File: config.mk
export PLATFORM = sky130hd
export DESIGN_NAME = wpc_cache_top
export DESIGN_NICKNAME = d
export VERILOG_FILES = /design/src/rtl/wpc_pkg.sv /design/src/rtl/wpc_rst_sync.sv /design/src/rtl/wpc_line_store.sv /design/src/rtl/wpc_fsm.sv /design/src/rtl/wpc_cache_top.sv
export SDC_FILE = /design/constraint.sdc
export NUM_CORES = 1
export LEC_CHECK = 0
export ABC_AREA = 1
export ABC_CLOCK_PERIOD_IN_PS = 1980
export BUFFER_PORTS_ARGS = -buffer_cell sky130_fd_sc_hd__buf_2
export CAP_MARGIN = 5
export CORE_ASPECT_RATIO = 0.5
export CORE_UTILIZATION = 38
export DETAILED_ROUTE_END_ITERATION = 7
export PLACE_DENSITY = 0.65
export SETUP_SLACK_MARGIN = 0.15
export SYNTH_ARGS = -nofsm -noshare
export SYNTH_HDL_FRONTEND = slang
export SYNTH_HIERARCHICAL = 1
export SYNTH_SLANG_ARGS = --single-unit
export TNS_END_PERCENT = 50
File: constraint.sdc
create_clock -name clk -period 1.98 [get_ports clk]
set_clock_uncertainty 0.1 [all_clocks]
set_input_delay 0 -clock clk [delete_from_list [all_inputs] [get_ports clk]]
set_output_delay 0 -clock clk [all_outputs]
set_load 0.1 [all_outputs]
File: src/rtl/wpc_pkg.sv
package wpc_pkg;

  typedef enum logic [2:0] {
    ST_INIT,
    ST_IDLE,
    ST_LOOKUP,
    ST_WRITEBACK,
    ST_FILL,
    ST_WRITE_THROUGH,
    ST_FLUSH_SCAN,
    ST_RESPOND
  } wpc_state_e;

endpackage

File: src/rtl/wpc_rst_sync.sv
module wpc_rst_sync #(
  parameter int STAGES = 2
) (
  input  logic clk,
  input  logic rst_n,
  output logic rst_sync_n
);

  logic [STAGES-1:0] sync_q;

  always_ff @(posedge clk or negedge rst_n) begin
    if (!rst_n) sync_q <= '0;
    else        sync_q <= {sync_q[STAGES-2:0], 1'b1};
  end

  assign rst_sync_n = sync_q[STAGES-1];

endmodule

File: src/rtl/wpc_line_store.sv
module wpc_line_store #(
  parameter int IDX_W  = 2,
  parameter int TAG_W  = 6,
  parameter int DATA_W = 32,
  localparam int LINES = 1 << IDX_W
) (
  input  logic              clk,
  input  logic [IDX_W-1:0]  rd_idx,
  output logic              rd_valid,
  output logic              rd_dirty,
  output logic [TAG_W-1:0]  rd_tag,
  output logic [DATA_W-1:0] rd_data,
  input  logic              wr_en,
  input  logic [IDX_W-1:0]  wr_idx,
  input  logic              wr_valid,
  input  logic              wr_dirty,
  input  logic [TAG_W-1:0]  wr_tag,
  input  logic [DATA_W-1:0] wr_data,
  output logic [LINES-1:0]  dirty_vec
);

  logic [LINES-1:0] valid_q;
  logic [LINES-1:0] dirty_q;
  logic [TAG_W-1:0]  tag_q  [LINES];
  logic [DATA_W-1:0] data_q [LINES];

  for (genvar i = 0; i < LINES; i++) begin : g_line
    logic line_en;
    assign line_en = wr_en && (wr_idx == IDX_W'(i));

    always_ff @(posedge clk) begin
      if (line_en) begin
        valid_q[i] <= wr_valid;
        dirty_q[i] <= wr_dirty;
        tag_q[i]   <= wr_tag;
        data_q[i]  <= wr_data;
      end
    end
  end

  assign rd_valid  = valid_q[rd_idx];
  assign rd_dirty  = dirty_q[rd_idx];
  assign rd_tag    = tag_q[rd_idx];
  assign rd_data   = data_q[rd_idx];
  assign dirty_vec = dirty_q & valid_q;

endmodule

File: src/rtl/wpc_fsm.sv
module wpc_fsm
  import wpc_pkg::*;
#(
  parameter int ADDR_W     = 8,
  parameter int DATA_W     = 32,
  parameter int IDX_W      = 2,
  parameter bit WRITE_BACK = 1'b1,
  localparam int TAG_W     = ADDR_W - IDX_W,
  localparam int LINES     = 1 << IDX_W
) (
  input  logic              clk,
  input  logic              rst_n,
  input  logic              req_valid,
  output logic              req_ready,
  input  logic [ADDR_W-1:0] req_addr,
  input  logic              req_we,
  input  logic [DATA_W-1:0] req_wdata,
  output logic              rsp_valid,
  output logic [DATA_W-1:0] rsp_rdata,
  input  logic              flush_req,
  output logic              flush_done,
  output logic              mem_req,
  output logic              mem_we,
  output logic [ADDR_W-1:0] mem_addr,
  output logic [DATA_W-1:0] mem_wdata,
  input  logic              mem_ack,
  input  logic [DATA_W-1:0] mem_rdata,
  output logic [IDX_W-1:0]  rd_idx,
  input  logic              rd_valid,
  input  logic              rd_dirty,
  input  logic [TAG_W-1:0]  rd_tag,
  input  logic [DATA_W-1:0] rd_data,
  output logic              wr_en,
  output logic [IDX_W-1:0]  wr_idx,
  output logic              wr_valid,
  output logic              wr_dirty,
  output logic [TAG_W-1:0]  wr_tag,
  output logic [DATA_W-1:0] wr_data
);

  localparam logic [IDX_W-1:0] LAST_IDX = IDX_W'(LINES - 1);

  wpc_state_e        st_q, st_d;
  logic [IDX_W-1:0]  ptr_q, ptr_d;
  logic              flushing_q, flushing_d;
  logic [ADDR_W-1:0] addr_q;
  logic              we_q;
  logic [DATA_W-1:0] wdata_q;
  logic [DATA_W-1:0] rdata_q, rdata_d;
  logic              rdata_en;
  logic              req_cap;

  logic [IDX_W-1:0]  cur_idx;
  logic [TAG_W-1:0]  cur_tag;
  logic              tag_hit;
  logic              victim_dirty;

  assign cur_idx      = addr_q[IDX_W-1:0];
  assign cur_tag      = addr_q[ADDR_W-1:IDX_W];
  assign rd_idx       = flushing_q ? ptr_q : cur_idx;
  assign tag_hit      = rd_valid && (rd_tag == cur_tag);
  assign victim_dirty = rd_valid && rd_dirty;

  assign req_ready = (st_q == ST_IDLE) && !flush_req;
  assign req_cap   = req_valid && req_ready;
  assign rsp_valid = (st_q == ST_RESPOND);
  assign rsp_rdata = rdata_q;

  // next-state and output decode
  always_comb begin
    st_d       = st_q;
    ptr_d      = ptr_q;
    flushing_d = flushing_q;
    rdata_d    = rdata_q;
    rdata_en   = 1'b0;
    flush_done = 1'b0;
    mem_req    = 1'b0;
    mem_we     = 1'b0;
    mem_addr   = addr_q;
    mem_wdata  = wdata_q;
    wr_en      = 1'b0;
    wr_idx     = rd_idx;
    wr_valid   = rd_valid;
    wr_dirty   = rd_dirty;
    wr_tag     = rd_tag;
    wr_data    = rd_data;

    unique case (st_q)
      ST_INIT: begin
        wr_en    = 1'b1;
        wr_idx   = ptr_q;
        wr_valid = 1'b0;
        wr_dirty = 1'b0;
        ptr_d    = ptr_q + 1'b1;
        if (ptr_q == LAST_IDX) st_d = ST_IDLE;
      end

      ST_IDLE: begin
        if (flush_req) begin
          st_d       = ST_FLUSH_SCAN;
          ptr_d      = '0;
          flushing_d = 1'b1;
        end else if (req_valid) begin
          st_d = ST_LOOKUP;
        end
      end

      ST_LOOKUP: begin
        if (WRITE_BACK) begin
          if (tag_hit) begin
            if (we_q) begin
              wr_en    = 1'b1;
              wr_data  = wdata_q;
              wr_dirty = 1'b1;
            end else begin
              rdata_d  = rd_data;
              rdata_en = 1'b1;
            end
            st_d = ST_RESPOND;
          end else if (victim_dirty) begin
            st_d = ST_WRITEBACK;
          end else begin
            st_d = ST_FILL;
          end
        end else begin
          if (we_q) begin
            if (tag_hit) begin
              wr_en    = 1'b1;
              wr_data  = wdata_q;
              wr_dirty = 1'b0;
            end
            st_d = ST_WRITE_THROUGH;
          end else if (tag_hit) begin
            rdata_d  = rd_data;
            rdata_en = 1'b1;
            st_d     = ST_RESPOND;
          end else begin
            st_d = ST_FILL;
          end
        end
      end

      ST_WRITEBACK: begin
        mem_req   = 1'b1;
        mem_we    = 1'b1;
        mem_addr  = {rd_tag, rd_idx};
        mem_wdata = rd_data;
        if (mem_ack) begin
          if (flushing_q) begin
            wr_en    = 1'b1;
            wr_dirty = 1'b0;
            st_d     = ST_FLUSH_SCAN;
          end else begin
            st_d = ST_FILL;
          end
        end
      end

      ST_FILL: begin
        mem_req = 1'b1;
        mem_we  = 1'b0;
        if (mem_ack) begin
          wr_en    = 1'b1;
          wr_idx   = cur_idx;
          wr_valid = 1'b1;
          wr_tag   = cur_tag;
          wr_data  = we_q ? wdata_q : mem_rdata;
          wr_dirty = we_q;
          rdata_d  = mem_rdata;
          rdata_en = 1'b1;
          st_d     = ST_RESPOND;
        end
      end

      ST_WRITE_THROUGH: begin
        mem_req = 1'b1;
        mem_we  = 1'b1;
        if (mem_ack) st_d = ST_RESPOND;
      end

      ST_FLUSH_SCAN: begin
        if (victim_dirty) begin
          st_d = ST_WRITEBACK;
        end else if (ptr_q == LAST_IDX) begin
          flush_done = 1'b1;
          flushing_d = 1'b0;
          ptr_d      = '0;
          st_d       = ST_IDLE;
        end else begin
          ptr_d = ptr_q + 1'b1;
        end
      end

      ST_RESPOND: begin
        st_d = ST_IDLE;
      end

      default: st_d = ST_IDLE;
    endcase
  end

  // control registers
  always_ff @(posedge clk or negedge rst_n) begin
    if (!rst_n) begin
      st_q       <= ST_INIT;
      ptr_q      <= '0;
      flushing_q <= 1'b0;
    end else begin
      st_q       <= st_d;
      ptr_q      <= ptr_d;
      flushing_q <= flushing_d;
    end
  end

  // request capture, enabled on handshake
  always_ff @(posedge clk) begin
    if (req_cap) begin
      addr_q  <= req_addr;
      we_q    <= req_we;
      wdata_q <= req_wdata;
    end
  end

  // read data capture, enabled on hit or fill
  always_ff @(posedge clk) begin
    if (rdata_en) rdata_q <= rdata_d;
  end


  mem_hold_chk: assert property (@(posedge clk) disable iff (!rst_n)
    (mem_req && !mem_ack) |=> (mem_req && $stable(mem_we) && $stable(mem_addr) && $stable(mem_wdata)));


  rsp_single_chk: assert property (@(posedge clk) disable iff (!rst_n)
    rsp_valid |=> !rsp_valid);


  flush_stall_chk: assert property (@(posedge clk) disable iff (!rst_n)
    (flushing_q || flush_req) |-> !req_ready);


  wb_order_chk: assert property (@(posedge clk) disable iff (!rst_n)
    (mem_req && mem_we && mem_ack && !flushing_q && (st_q == ST_WRITEBACK)) |=> (mem_req && !mem_we));

endmodule

File: src/rtl/wpc_cache_top.sv
module wpc_cache_top #(
  parameter int ADDR_W     = 8,
  parameter int DATA_W     = 32,
  parameter int IDX_W      = 2,
  parameter bit WRITE_BACK = 1'b1,
  localparam int TAG_W     = ADDR_W - IDX_W,
  localparam int LINES     = 1 << IDX_W
) (
  input  logic              clk,
  input  logic              rst_n,
  input  logic              req_valid,
  output logic              req_ready,
  input  logic [ADDR_W-1:0] req_addr,
  input  logic              req_we,
  input  logic [DATA_W-1:0] req_wdata,
  output logic              rsp_valid,
  output logic [DATA_W-1:0] rsp_rdata,
  input  logic              flush_req,
  output logic              flush_done,
  output logic              mem_req,
  output logic              mem_we,
  output logic [ADDR_W-1:0] mem_addr,
  output logic [DATA_W-1:0] mem_wdata,
  input  logic              mem_ack,
  input  logic [DATA_W-1:0] mem_rdata
);

  logic              rst_sync_n;
  logic [IDX_W-1:0]  rd_idx;
  logic              rd_valid;
  logic              rd_dirty;
  logic [TAG_W-1:0]  rd_tag;
  logic [DATA_W-1:0] rd_data;
  logic              wr_en;
  logic [IDX_W-1:0]  wr_idx;
  logic              wr_valid;
  logic              wr_dirty;
  logic [TAG_W-1:0]  wr_tag;
  logic [DATA_W-1:0] wr_data;
  logic [LINES-1:0]  dirty_vec;

  wpc_rst_sync #(.STAGES(2)) u_rst (
    .clk        (clk),
    .rst_n      (rst_n),
    .rst_sync_n (rst_sync_n)
  );

  wpc_line_store #(
    .IDX_W  (IDX_W),
    .TAG_W  (TAG_W),
    .DATA_W (DATA_W)
  ) u_store (
    .clk       (clk),
    .rd_idx    (rd_idx),
    .rd_valid  (rd_valid),
    .rd_dirty  (rd_dirty),
    .rd_tag    (rd_tag),
    .rd_data   (rd_data),
    .wr_en     (wr_en),
    .wr_idx    (wr_idx),
    .wr_valid  (wr_valid),
    .wr_dirty  (wr_dirty),
    .wr_tag    (wr_tag),
    .wr_data   (wr_data),
    .dirty_vec (dirty_vec)
  );

  wpc_fsm #(
    .ADDR_W     (ADDR_W),
    .DATA_W     (DATA_W),
    .IDX_W      (IDX_W),
    .WRITE_BACK (WRITE_BACK)
  ) u_fsm (
    .clk        (clk),
    .rst_n      (rst_sync_n),
    .req_valid  (req_valid),
    .req_ready  (req_ready),
    .req_addr   (req_addr),
    .req_we     (req_we),
    .req_wdata  (req_wdata),
    .rsp_valid  (rsp_valid),
    .rsp_rdata  (rsp_rdata),
    .flush_req  (flush_req),
    .flush_done (flush_done),
    .mem_req    (mem_req),
    .mem_we     (mem_we),
    .mem_addr   (mem_addr),
    .mem_wdata  (mem_wdata),
    .mem_ack    (mem_ack),
    .mem_rdata  (mem_rdata),
    .rd_idx     (rd_idx),
    .rd_valid   (rd_valid),
    .rd_dirty   (rd_dirty),
    .rd_tag     (rd_tag),
    .rd_data    (rd_data),
    .wr_en      (wr_en),
    .wr_idx     (wr_idx),
    .wr_valid   (wr_valid),
    .wr_dirty   (wr_dirty),
    .wr_tag     (wr_tag),
    .wr_data    (wr_data)
  );


  flush_clean_chk: assert property (@(posedge clk) disable iff (!rst_sync_n)
    flush_done |-> ($countones(dirty_vec) == 0));

  // write-through never leaves a dirty line
  if (!WRITE_BACK) begin : g_wt_chk

    wt_nodirty_chk: assert property (@(posedge clk) disable iff (!rst_sync_n)
      (!req_ready && !mem_req) |-> ($countones(dirty_vec) == 0));
  end

endmodule

-- Word-level counts from Yosys, hierarchy flattened
Memory sizes are Yosys's and may differ from the RTL's.
Cells that the tools add are included.
- div/mod/pow operators: 0
- magnitude comparators: 1
- mux-type cells: 86
- reduce and logical (&&, ||, !) cells: 27
- bitwise gates (word level): 0
- $add $sub $neg: 1
- $mul: 0
- eq/ne operators: 21
- shifts and indexed selects: 0
- operators by type and width (kind ; number):
    $mux 32 ; 11
    $pmux 32 s2 ; 2
    $reduce_or 32->1 ; 3
    $mux 1 ; 37
    $mux 6 ; 5
    $mux 2 ; 12
    $mux 3 ; 8
    $pmux 3 s7 ; 1
    $reduce_or 6->1 ; 3
    $eq 3x3->1 const B ; 4
    $ne 2x2->1 const B ; 5
    $logic_and 1x1->1 ; 8
    $mux 8 ; 1
    $pmux 1 s4 ; 2
    $eq 2x2->1 const B ; 3
    $eq 3x2->1 const B ; 2
    $eq 6x6->1 ; 1
    $ne 2x1->1 const B ; 3
    $pmux 1 s2 ; 3
    $pmux 2 s3 ; 1
    $reduce_and 3->1 ; 2
    $reduce_and 5->1 ; 1
    $bmux 1 s2 ; 2
    $pmux 2 s2 ; 1
    other kinds (13) ; 15
- bits of input ports: 78
- memory bits (read-only): 0
- output and inout port bits: 77
- bits in registers: 89
- latch bits: 0
- memory bits (writable): 152
- memories: 2
- word-level logic and storage cells: 154
- memory list (name ; depth ; bits a word ; rd ports ; clocked after Yosys merged registers in ; write ports ; line ; text):
    u_store.data_q ; 4 ; 32 ; 1 ; 0 ; 1 ; wpc_line_store.sv:25 ; logic [DATA_W-1:0] data_q [LINES];
    u_store.tag_q ; 4 ; 6 ; 1 ; 0 ; 1 ; wpc_line_store.sv:24 ; logic [TAG_W-1:0] tag_q [LINES];

-- Logic depth before layout (Yosys ltp)
Gate-level depths: netlist of run 1.
- depth after elaboration: 13
- depth in mapped cells: 21
- depth with buffers taken out: 18

-- By module
The synthesis of run 1 kept the hierarchy.
- modules (own cells, without submodules) (module ; area each (um2) ; cells an instance ; times used):
    wpc_line_store ; 6812.8 ; 643 ; 1
    wpc_fsm ; 5855.6 ; 877 ; 1
    wpc_rst_sync ; 53.8 ; 3 ; 1

-- Worst setup path after synthesis of run 1
No wires, ideal clock.
- path kind: flip-flop to flip-flop
- from: register u_fsm.flushing_q
- to: memory u_store.data_q[2][0], enable pin
- arrival time: 4.873 ns
- cell stages (with the launch flop): 21
- path slack: -3.480 ns
- data required time: 1.393 ns
- path buffers: 3
- clock period less this slack: 5.460 ns
- library setup time: 0.487 ns
- cell sequence: dfrtp_1 > clkbuf_1 > o21ai_0 > buf_4 > inv_6 > buf_6 > nand2_1 > nand3_1 > nand2_1 > inv_1 > nand2_1 > nand2_1 > inv_1 > nand2_1 > nor2_4 > nand2_4 > inv_1 > nand3_1 > nand3_1 > inv_1 > nor3_1
- RTL lines (what ; line ; text):
    start, declared ; wpc_fsm.sv:45 ; logic flushing_q, flushing_d;
    start signal, assigned ; wpc_fsm.sv:211 ; flushing_q <= flushing_d;
    $mux 2 (*) ; wpc_fsm.sv:60 ; assign rd_idx = flushing_q ? ptr_q : cur_idx;
    via rd_idx[0] ; wpc_cache_top.sv:29 ; logic [IDX_W-1:0] rd_idx;
    $mem_v2 4x6 (*) ; - ;
    via rd_tag[1] ; wpc_cache_top.sv:32 ; logic [TAG_W-1:0] rd_tag;
    $eq 6x6->1 (*) ; wpc_fsm.sv:61 ; assign tag_hit = rd_valid && (rd_tag == cur_tag);
    $logic_and 1x1->1 (*) ; wpc_fsm.sv:61 ;
    $mux 1 (*) ; wpc_fsm.sv:110 ; if (tag_hit) begin
    $pmux 1 s4 (*) ; wpc_fsm.sv:88 ; unique case (st_q)
    via wr_en ; wpc_cache_top.sv:34 ; logic wr_en;
    $logic_and 1x1->1 (*) ; wpc_line_store.sv:29 ; assign line_en = wr_en && (wr_idx == IDX_W'(i));
    via u_store.g_line[2].line_en ; wpc_line_store.sv:28 ; logic line_en;
    $mux 1 (*) ; wpc_line_store.sv:32 ; if (line_en) begin
    $mux 1 (not written as such) (*) ; wpc_line_store.sv:36 ; data_q[i] <= wr_data;
    $reduce_or 32->1 (no line) ; - ;
    $mux 2 (no line) or $mux 1 (tied branches) (2 in a row) ; - ;
    end, declared ; wpc_line_store.sv:25 ;
The timed path passes the listed nets; every way through them passes the cells marked *. The select of a mux whose other input is x is not followed.

-- Worst setup path in the final report of run 1
- from: register u_fsm.flushing_q
- to: memory u_store.data_q[1][1], enable pin
- cells in the longest elaborated chain, start to end: 13
- ends and longest elaborated chain (what ; line):
    $mux 2 (*) ; wpc_fsm.sv:60
    via rd_idx[0] ; wpc_cache_top.sv:29
    $mem_v2 4x6 (*) ; -
    via rd_tag[5] ; wpc_cache_top.sv:32
    $eq 6x6->1 (*) ; wpc_fsm.sv:61
    $logic_and 1x1->1 (*) ; wpc_fsm.sv:61
    $mux 1 (*) ; wpc_fsm.sv:110
    $pmux 1 s4 (*) ; wpc_fsm.sv:88
    via wr_en ; wpc_cache_top.sv:34
    $logic_and 1x1->1 (*) ; wpc_line_store.sv:29
    via u_store.g_line[1].line_en ; wpc_line_store.sv:28
    $mux 1 (*) ; wpc_line_store.sv:32
    $mux 1 (not written as such) (*) ; wpc_line_store.sv:36
    $reduce_or 32->1 (no line) ; -
    $mux 2 (no line) or $mux 1 (tied branches) (3 in a row) ; -
Marked as above.

==> impl_metrics.json, run 1 <==
{
  "min_path_type": "reg -> async",
  "p_seq_share_pct": 24.5,
  "fin_nets": 1963,
  "reg2reg_depth": 19,
  "fill_cells": 2502,
  "overflow": 0,
  "place_ws_ns": -0.825,
  "yosysWarnings": 6,
  "critical_path_class": "reg -> reg",
  "num_rows": 46,
  "internal_power_mw": 20.2,
  "die_y_um": 131,
  "setup_violations": 405,
  "power_switching_mw": 17.3,
  "status": "finished, violations left",
  "h-tree-depth": 1,
  "first_pass_iters": 6,
  "irDropWorstVdd_mv": 1.06,
  "num_io_pins": 155,
  "start_util_pct": 39.3,
  "die-area_um2": 34200,
  "worst_slack_ns": -0.898,
  "arrival_ns": 3.03,
  "slew_headroom_pct": 65.1,
  "crit_path_end_kind": "flip-flop",
  "area_growth_pct": 50.4,
  "ant_nets": 0,
  "period_needed_ns": 2.88,
  "fin_crit_sh_pct": 145,
  "clk_latency_ns": 0.54,
  "p_leak_nw": 8.65,
  "fmax_ghz": 0.347,
  "switching_share_pct": 46.2,
  "critPathRequiredTime_ns": 2.13,
  "dr.first_iter.drc_count": 1050,
  "gp_congestion": 0.841,
  "grt_max_degree": 61,
  "core_um2": 32300,
  "syn_inst": 1515,
  "drv_cap": 0,
  "drt-total-wl_mm": 41.2,
  "cts_tree": "built",
  "hold_viol": 0,
  "vias": 11900,
  "numPortBuffers": 154,
  "syn_nets": 1594,
  "timing.rr.start": "u_fsm/flushing_q$_DFFE_PN0P_",
  "grt_setup_unrepaired": "true",
  "p_per_area_nw_per_um2": 1970,
  "clkPwrFrac_pct": 12.3,
  "first_global_vias": 11400,
  "grt_util_all_layers_pct": 22.8,
  "path_clk_slew_ns": 0.06,
  "p_comb_share_pct": 63.1,
  "drive_gt1_share_pct": 31.9,
  "syn_area_um2": 12700,
  "clockBufferDepth": 3,
  "chipWidth_um": 260,
  "dp_cells": 2157,
  "worstMarginPinSlew_ns": 0.523,
  "utilization_pct": 59.1,
  "dp_hpwl_mm": 25.3,
  "grt_pass1_wl_mm": 61.6,
  "layout.cells.non_filler": 2334,
  "vias_per_cell": 5.10,
  "wl_per_cell_um": 17.7,
  "num_antenna_cells": 0,
  "drv_slew": 0,
  "cts_root_buffer": "clkbuf_16",
  "cp_max_fo": 13,
  "reg2reg_to": "u_store/data_q[1][1]$_DFFE_PP_",
  "cts_made_buffers": 24,
  "critPathLaunchType": "flip-flop",
  "syn_area_per_cell_um2": 8.38,
  "r2r_slack_ns": -0.90,
  "violations": "negative setup slack",
  "clkSinkCount": 241,
  "drc": 0,
  "antenna_found_initial": 0
}
## power groups by stage
stage / logic [mW] / registers, mW / clock network [mW]
floorplan: 11.6 / 10.1 / 0
global placement: 18.9 / 9.24 / 0
detailed placement: 19.2 / 9.28 / 0
CTS: 21.6 / 9.19 / 4.65
global route: 25.2 / 9.35 / 4.88
finish: 23.7 / 9.22 / 4.64
## worst max-delay path: stages, from the launching register on
cell,delay [ns]
dfrtp_2,0.45
nand2_2,0.10
o21ai_4,0.08
buf_6,0.14
buf_16,0.12
nand2_1,0.06
nand3_1,0.08
nand2_1,0.09
inv_2,0.05
a21oi_2,0.14
nand2_2,0.08
nor2_4,0.14
nand2_4,0.07
inv_4,0.06
nand3_2,0.06
nand3_2,0.11
clkinv_4,0.10
nor3_4,0.21
buf_6,0.19
buf_12,0.16
## sequential cells by signal (all words and copies together), names as in the netlist
register          flops
u_fsm/we_q            1
u_fsm/ptr_q           2
u_fsm/flushing_q      1
u_fsm/addr_q          8
u_fsm/rsp_rdata      32
u_fsm/st_q            3
u_store/tag_q        24
u_rst/sync_q          2
u_store/valid_q       4
u_store/dirty_q       4
u_fsm/wdata_q        32
u_store/data_q      128
## placed cells by master (no fill, tap or decap), drive strengths merged, types with 13 or more instances in the layout
cell type	instances
a21oi	13
buf	338
clkbuf	34
clkinv	13
dlygate4sd3	77
edfxtp	233
inv	261
nand2	553
nand3	160
nor2	22
o21ai	173
## routing by layer
metal	vias to the layer above	global-route usage [%]	routed length (µm)
li1	5599	-	-
met3	83	3.24	2720
met4	0	6.79	1300
met1	5748	31.5	17700
met5	-	0	0
met2	471	37.3	19500
## stage by stage
step / cell area (µm²) / hold WS, ns / setup TNS, ns / total power, mW
CTS: 18200 / 0.0171 / -254.31 / 35.4
global placement: 15900 / -0.314 / -253.89 / 28.1
detailed placement: 15900 / -0.312 / -268.72 / 28.5
floorplan: 13200 / -0.396 / -316.90 / 21.7
finish: 19100 / 0.00563 / -293.23 / 37.6
global route: 19100 / 0.0320 / -344.48 / 39.4
## worst max path at each step
stage                                       to  cells after the start  slack [ns]                          from
3_3_place_gp    u_store/data_q[0][1]$_DFFE_PP_                     16       -0.78  u_fsm/flushing_q$_DFFE_PN0P_
5_1_grt         u_store/data_q[1][2]$_DFFE_PP_                     21       -1.05  u_fsm/flushing_q$_DFFE_PN0P_
2_1_floorplan   u_store/data_q[1][0]$_DFFE_PP_                     20       -1.50  u_fsm/flushing_q$_DFFE_PN0P_
6_report        u_store/data_q[1][1]$_DFFE_PP_                     19       -0.90  u_fsm/flushing_q$_DFFE_PN0P_
4_1_cts          u_store/tag_q[0][3]$_DFFE_PP_                     22       -0.82  u_fsm/flushing_q$_DFFE_PN0P_
3_5_place_dp   u_store/data_q[0][26]$_DFFE_PP_                     17       -0.83  u_fsm/flushing_q$_DFFE_PN0P_
## repair_timing
| action | in CTS | in global routing |
|---|---|---|
| pin swaps | 29 | 31 |
| endpoints found under the setup margin | 415 | 423 |
| hold buffers | 77 | 0 |
| setup buffers | 26 | 13 |
| gates resized for setup | 94 | 132 |
| gates cloned | 8 | 9 |
| hold endpoints to repair | 146 | 0 |
## cell type report
class | instances | area, µm² | share of cell area, %
Tap cell | 432 | 541 | 2.83
Timing Repair Buffer | 423 | 4380 | 23.0
Clock buffer | 27 | 612 | 3.21
Inverter | 262 | 1010 | 5.27
Clock inverter | 17 | 170 | 0.891
Multi-Input combinational cell | 932 | 5180 | 27.1
Sequential cell | 241 | 7200 | 37.7
(Power assumes the default switching activity.)
==> inputs of run 2 (changes only) <==
BUFFER_PORTS_ARGS = unset   (was -buffer_cell sky130_fd_sc_hd__buf_2)
DONT_BUFFER_PORTS = 1   (was unset)
PLACE_DENSITY = 0.61   (was 0.65)
==> run 2 against run 1 <==
Effect of this change:
- the run still ends with negative setup slack left
- hold slack improved by 0.0059 ns
- non-clock buffer count fell by 15
- critical path depth grew 1
- clock power is 2% lower
- routed wire length is 2.1% higher
- utilization up 1.4 points
- clock-buffer cell count up 5
- fmax decreased by 4.7%
- first-iteration DRC count up 18%
- die area unchanged
- critical endpoint is now u_store/data_q[2][23]$_DFFE_PP_
- final cell count fell by 0.69%
==> impl_metrics.json, run 2 (synthesis results as in run 1) <==
{
  "status": "finished, violations left",
  "violations": "negative setup slack",
  "period_needed_ns": 3.02,
  "grt_pass1_wl_mm": 61.2,
  "start_util_pct": 39.3,
  "r2r_slack_ns": -1.04,
  "dp_hpwl_mm": 23.6,
  "timing.critical_path.to": "u_store/data_q[2][23]$_DFFE_PP_",
  "overflow": 0,
  "vias": 11700,
  "layout_common_cells": "493 x nand2_1, 234 x inv_1, 233 x edfxtp_1",
  "clk_latency_ns": 0.54,
  "worst_slack_ns": -1.04,
  "setup.worst_path.start": "u_fsm/flushing_q$_DFFE_PN0P_",
  "num_io_pins": 155,
  "met3_length_mm": 2.90,
  "dr.first_iter.drc_count": 1239,
  "wl_per_cell_um": 18.2,
  "arrival_ns": 3.17,
  "area_growth_pct": 53.9,
  "drv_slew": 0,
  "chipWidth_um": 260,
  "drv_cap": 0,
  "reg2reg_to": "u_store/data_q[2][23]$_DFFE_PP_",
  "drt-met1-wl_mm": 17.7,
  "p_per_area_nw_per_um2": 1980,
  "reg2reg_depth": 20,
  "vias_per_cell": 5.07,
  "critPathRequiredTime_ns": 2.13,
  "timing.rr.start": "u_fsm/flushing_q$_DFFE_PN0P_",
  "clockBufferDepth": 3,
  "setup_violations": 402,
  "drc": 0,
  "grt_max_degree": 97,
  "wl_met2_mm": 20.5,
  "grt_util_all_layers_pct": 22.8,
  "top_register": "u_store/data_q",
  "first_global_vias": 11200,
  "largest_reg_flops": 128,
  "layout_commonest_cell": "nand2_1",
  "cts_tree": "built",
  "min_path_type": "in -> reg",
  "hold_ws_ns": 0.0116,
  "path_clk_slew_ns": 0.07,
  "cp_max_fo": 7,
  "die-area_um2": 34200,
  "crit_path_end_kind": "flip-flop",
  "fin_crit_sh_pct": 152,
  "maxUsedRoutingLayer": "met4",
  "power.total_mw": 38.6,
  "cts_root_buffer": "clkbuf_16",
  "ant_nets": 0,
  "core_um2": 32300,
  "num_rows": 46,
  "num_antenna_cells": 0,
  "antenna_found_initial": 0,
  "clkSinkCount": 241,
  "gp_congestion": 0.854,
  "numPortBuffers": 0,
  "fmax_ghz": 0.331,
  "drive_gt1_share_pct": 28.4,
  "irDropWorstVdd_mv": 1.18,
  "hold_path_depth": 1,
  "place_ws_ns": -0.854,
  "p_leak_nw": 8.74,
  "grt_setup_unrepaired": "true",
  "cts_made_buffers": 24,
  "hold_viol": 0,
  "h-tree-depth": 1,
  "critPathLaunchType": "flip-flop",
  "first_pass_iters": 5,
  "die_y_um": 131,
  "fin_nets": 1948,
  "drt-total-wl_mm": 42.1,
  "critical_path_class": "reg -> reg"
}
run 2: what timing repair did:
action                                  CTS  global route
cloned                                   15            11
resized for setup                       110            85
endpoints found under the hold margin   260             2
pin swaps                                23            23
buffers inserted                         35            16
endpoints found under the setup margin  439           468
hold buffers                            108             2
run 2: area by class of cell:
type | instances | area (µm²)
clock buffer | 32 | 652
clock inverter | 11 | 105
fill | 2404 | 12700
inverter | 262 | 1000
multi-input combinational | 932 | 5070
sequential | 241 | 7200
tap | 432 | 541
timing repair buffer | 408 | 4970
run 2: worst min path at each step:
stage / to / slack, ns / from
3_3_place_gp: u_rst/sync_q[1]$_DFF_PN0_ / -0.40 / rst_n
4_1_cts: u_fsm/wdata_q[22]$_DFFE_PP_ / 0.0004 / req_wdata[22]
2_1_floorplan: u_rst/sync_q[0]$_DFF_PN0_ / -0.40 / rst_n
6_report: u_fsm/wdata_q[4]$_DFFE_PP_ / 0.01 / req_wdata[4]
5_1_grt: u_fsm/wdata_q[4]$_DFFE_PP_ / -0.001 / req_wdata[4]
3_5_place_dp: u_rst/sync_q[1]$_DFF_PN0_ / -0.40 / rst_n
run 2: report_power, final:
group | switching [mW] | internal [mW] | total, mW
logic | 15.0 | 9.83 | 24.9
registers | 0.432 | 8.77 | 9.20
clock network | 1.99 | 2.57 | 4.56
run 2: critical path: stages, from the launching register on:
cell and delay [ns]:
dfrtp_2 0.45, o21ai_4 0.20, buf_6 0.16, buf_12 0.15, nand2_4 0.05, nand3_2 0.06
nand2_2 0.07, inv_2 0.07, nand2_2 0.05, nand2_2 0.07, nand2_2 0.06, nor2_4 0.13
nand2_4 0.08, inv_4 0.06, nand3_2 0.06, nand3_2 0.11, clkinv_4 0.09, nor3_4 0.23
buf_6 0.17, buf_12 0.14, clkbuf_16 0.15
run 2: metrics by stage:
| step | TNS (ns) | cells | utilization, % | area, µm² |
|---|---|---|---|---|
| floorplan | -316.90 | 1515 | - | 13200 |
| global placement | -241.23 | 2088 | 48.8 | 15800 |
| detailed placement | -263.31 | 2088 | 48.8 | 15800 |
| CTS | -265.44 | 2289 | 58.0 | 18700 |
| global route | -347.49 | 2318 | 60.5 | 19500 |
| finish | -303.87 | 2318 | 60.5 | 19500 |
run 2: routing by layer:
| layer | track usage (%) | vias to the layer above |
|---|---|---|
| li1 | - | 5573 |
| met1 | 30.4 | 5674 |
| met2 | 38.1 | 416 |
| met3 | 3.32 | 79 |
| met4 | 7.24 | 0 |
| met5 | 0 | - |
==> inputs of run 3 (changes only) <==
PLACE_DENSITY = unset   (was 0.61)
==> run 3 against run 2 <==
Effect of this change:
- clock power up 3%
- non-clock buffer count down 7
- largest cell class unchanged
- first-iteration DRC count up 15%
- the flow finishes with violations (design-rule violations, negative hold slack, negative setup slack)
- combinational power down 5%
- via count up 2.1%
- fmax up 1.8%
- hold slack worse by 0.060 ns
- critical path type unchanged
==> impl_metrics.json, run 3 (synthesis results as in run 1) <==
{
  "grt_max_degree": 63,
  "clk_latency_ns": 0.55,
  "slew_headroom_pct": 65.8,
  "area_growth_pct": 49.7,
  "layout_common_cells": "492 x nand2_1, 233 x edfxtp_1, 231 x inv_1",
  "first_pass_iters": 7,
  "critical_path_class": "reg -> reg",
  "core_um2": 32300,
  "grt_use_met3_pct": 3.20,
  "critPathTopFamily": "simple AND/OR/NAND/NOR gates",
  "numPortBuffers": 0,
  "vias": 12000,
  "ant_nets": 0,
  "cts_tree": "built",
  "status": "finished, violations left",
  "grt_setup_unrepaired": "true",
  "layout_commonest_cell": "nand2_1",
  "drt-total-wl_mm": 42.2,
  "drv_cap": 0,
  "wl_per_cell_um": 18.2,
  "die-area_um2": 34200,
  "critPathMostFrequentCell": "nand2_2",
  "p_per_area_nw_per_um2": 1980,
  "overflow": 0,
  "power.total_mw": 37.5,
  "fmax_ghz": 0.337,
  "largest_reg_flops": 128,
  "top_register": "u_store/data_q",
  "violations": "design-rule violations, negative hold slack, negative setup slack",
  "irDropWorstVdd_mv": 0.972,
  "worst_slack_ns": -0.985,
  "first_global_vias": 11700,
  "p_leak_nw": 8.52,
  "cts_root_buffer": "clkbuf_16",
  "clockBufferDepth": 3,
  "crit_path_end_kind": "flip-flop",
  "die_y_um": 131,
  "fin_crit_sh_pct": 150,
  "period_needed_ns": 2.96,
  "chipWidth_um": 260,
  "num_rows": 46,
  "grt_util_met1_pct": 30.6,
  "utilization_pct": 58.8,
  "path_clk_slew_ns": 0.06,
  "cpMaxStageDelayCell": "dfrtp_2",
  "drv_slew": 0,
  "cp_cell_sequence": "o21ai_4, buf_12, buf_12, nand2_4, nand3_2, nand2_2, inv_2, nand2_2, nand2_2, nand2_2, nor2_4, nand2_4, inv_4, nand3_4, nand3_4, inv_8, nor3_4, buf_6, buf_12",
  "arrival_ns": 3.12,
  "hold_viol": 4,
  "drive_gt1_share_pct": 26.3,
  "setup_violations": 405,
  "h-tree-depth": 1,
  "grt.met2_usage_pct": 39.8,
  "drc": 1,
  "critPathLaunchType": "flip-flop",
  "clkSinkCount": 241,
  "worstMarginPinSlew_ns": 0.513,
  "vias_per_cell": 5.18,
  "min_path_type": "in -> reg",
  "cts_made_buffers": 25,
  "cp_max_fo": 14,
  "critPathRequiredTime_ns": 2.13,
  "fin_nets": 1942,
  "dr.first_iter.drc_count": 1419,
  "grt_util_all_layers_pct": 23.5,
  "antenna_found_initial": 3,
  "hold_ws_ns": -0.0489,
  "grt_most_used_layer": "met2",
  "gp_congestion": 0.841,
  "dp_hpwl_mm": 25.5,
  "slowest_delay_ns": 0.45,
  "grt_pass1_wl_mm": 63.1,
  "start_util_pct": 39.3,
  "path_buf_inv": 7,
  "num_io_pins": 155
}
==> run 3: power breakdown <==
group / switching (mW) / internal, mW / total, mW / leakage [nW]
registers: 0.452 / 8.78 / 9.23 / 2.22
logic: 14.8 / 8.87 / 23.6 / 5.92
clock network: 2.10 / 2.59 / 4.68 / 0.378
total: 17.3 / 20.2 / 37.5 / 8.52
==> run 3: repair_timing <==
| action | 4_1_cts | 5_1_grt |
|---|---|---|
| setup endpoints to repair | 422 | 430 |
| setup buffers | 17 | 13 |
| hold buffers | 118 | 3 |
| resized for setup | 61 | 90 |
| gates cloned | 8 | 14 |
| pin swaps | 14 | 28 |
| endpoints found under the hold margin | 307 | 9 |
==> run 3: path summary, 6_finish.rpt <==
check	slack, ns	endpoint	depth (start not counted)	start
setup / recovery	-0.98	u_store/data_q[2][24]$_DFFE_PP_	19	u_fsm/flushing_q$_DFFE_PN0P_
hold reg to reg	0.01	u_fsm/st_q[0]$_DFFE_PN0P_	0	u_rst/sync_q[1]$_DFF_PN0_
max in group asynchronous	1.52	u_fsm/flushing_q$_DFFE_PN0P_	0	u_rst/sync_q[1]$_DFF_PN0_
setup reg to reg	-0.98	u_store/data_q[2][24]$_DFFE_PP_	19	u_fsm/flushing_q$_DFFE_PN0P_
hold / removal	-0.05	u_store/data_q[1][22]$_DFFE_PP_	6	mem_rdata[22]
min in group asynchronous	0.01	u_fsm/st_q[0]$_DFFE_PN0P_	0	u_rst/sync_q[1]$_DFF_PN0_
==> run 3: area by class of cell <==
cell class	instances	area, µm²
Clock buffer	29	641
Multi-Input combinational cell	932	4860
Inverter	262	1020
Clock inverter	15	139
Timing Repair Buffer	401	4590
Antenna cell	3	7.51
Fill cell	2562	13300
Tap cell	432	541
Sequential cell	241	7200
==> run 3: through the flow <==
| step | setup slack [ns] | hold slack [ns] | cell area (µm²) | setup TNS (ns) | std cells |
|---|---|---|---|---|---|
| final | -0.985 | -0.0489 | 19000 | -289.56 | 2315 |
| after global routing | -1.10 | 0.0259 | 19000 | -332.20 | 2315 |
| after CTS | -0.802 | 0.00540 | 18200 | -266.86 | 2282 |
| after detailed placement | -0.882 | -0.396 | 15700 | -280.55 | 2095 |
| after global placement | -0.770 | -0.396 | 15700 | -234.58 | 2095 |
| after floorplan | -1.50 | -0.396 | 13200 | -316.90 | 1515 |
==> run 3: worst min-delay path: cells and delay by family <==
kind,cells,cell delay [ns]
AND/OR/NAND/NOR,3,0.25
AO/OA/AOI/OAI,2,0.20
buffers and inverters,1,0.02
==> run 3: metal layers <==
| metal | vias up | part of all wire [%] | routed length (µm) |
|---|---|---|---|
| met2 | 513 | 49 | 20900 |
| met5 | - | 0 | 0 |
| met1 | 5819 | 41 | 17300 |
| li1 | 5569 | - | - |
| met3 | 84 | 6.8 | 2870 |
| met4 | 0 | 2.8 | 1180 |
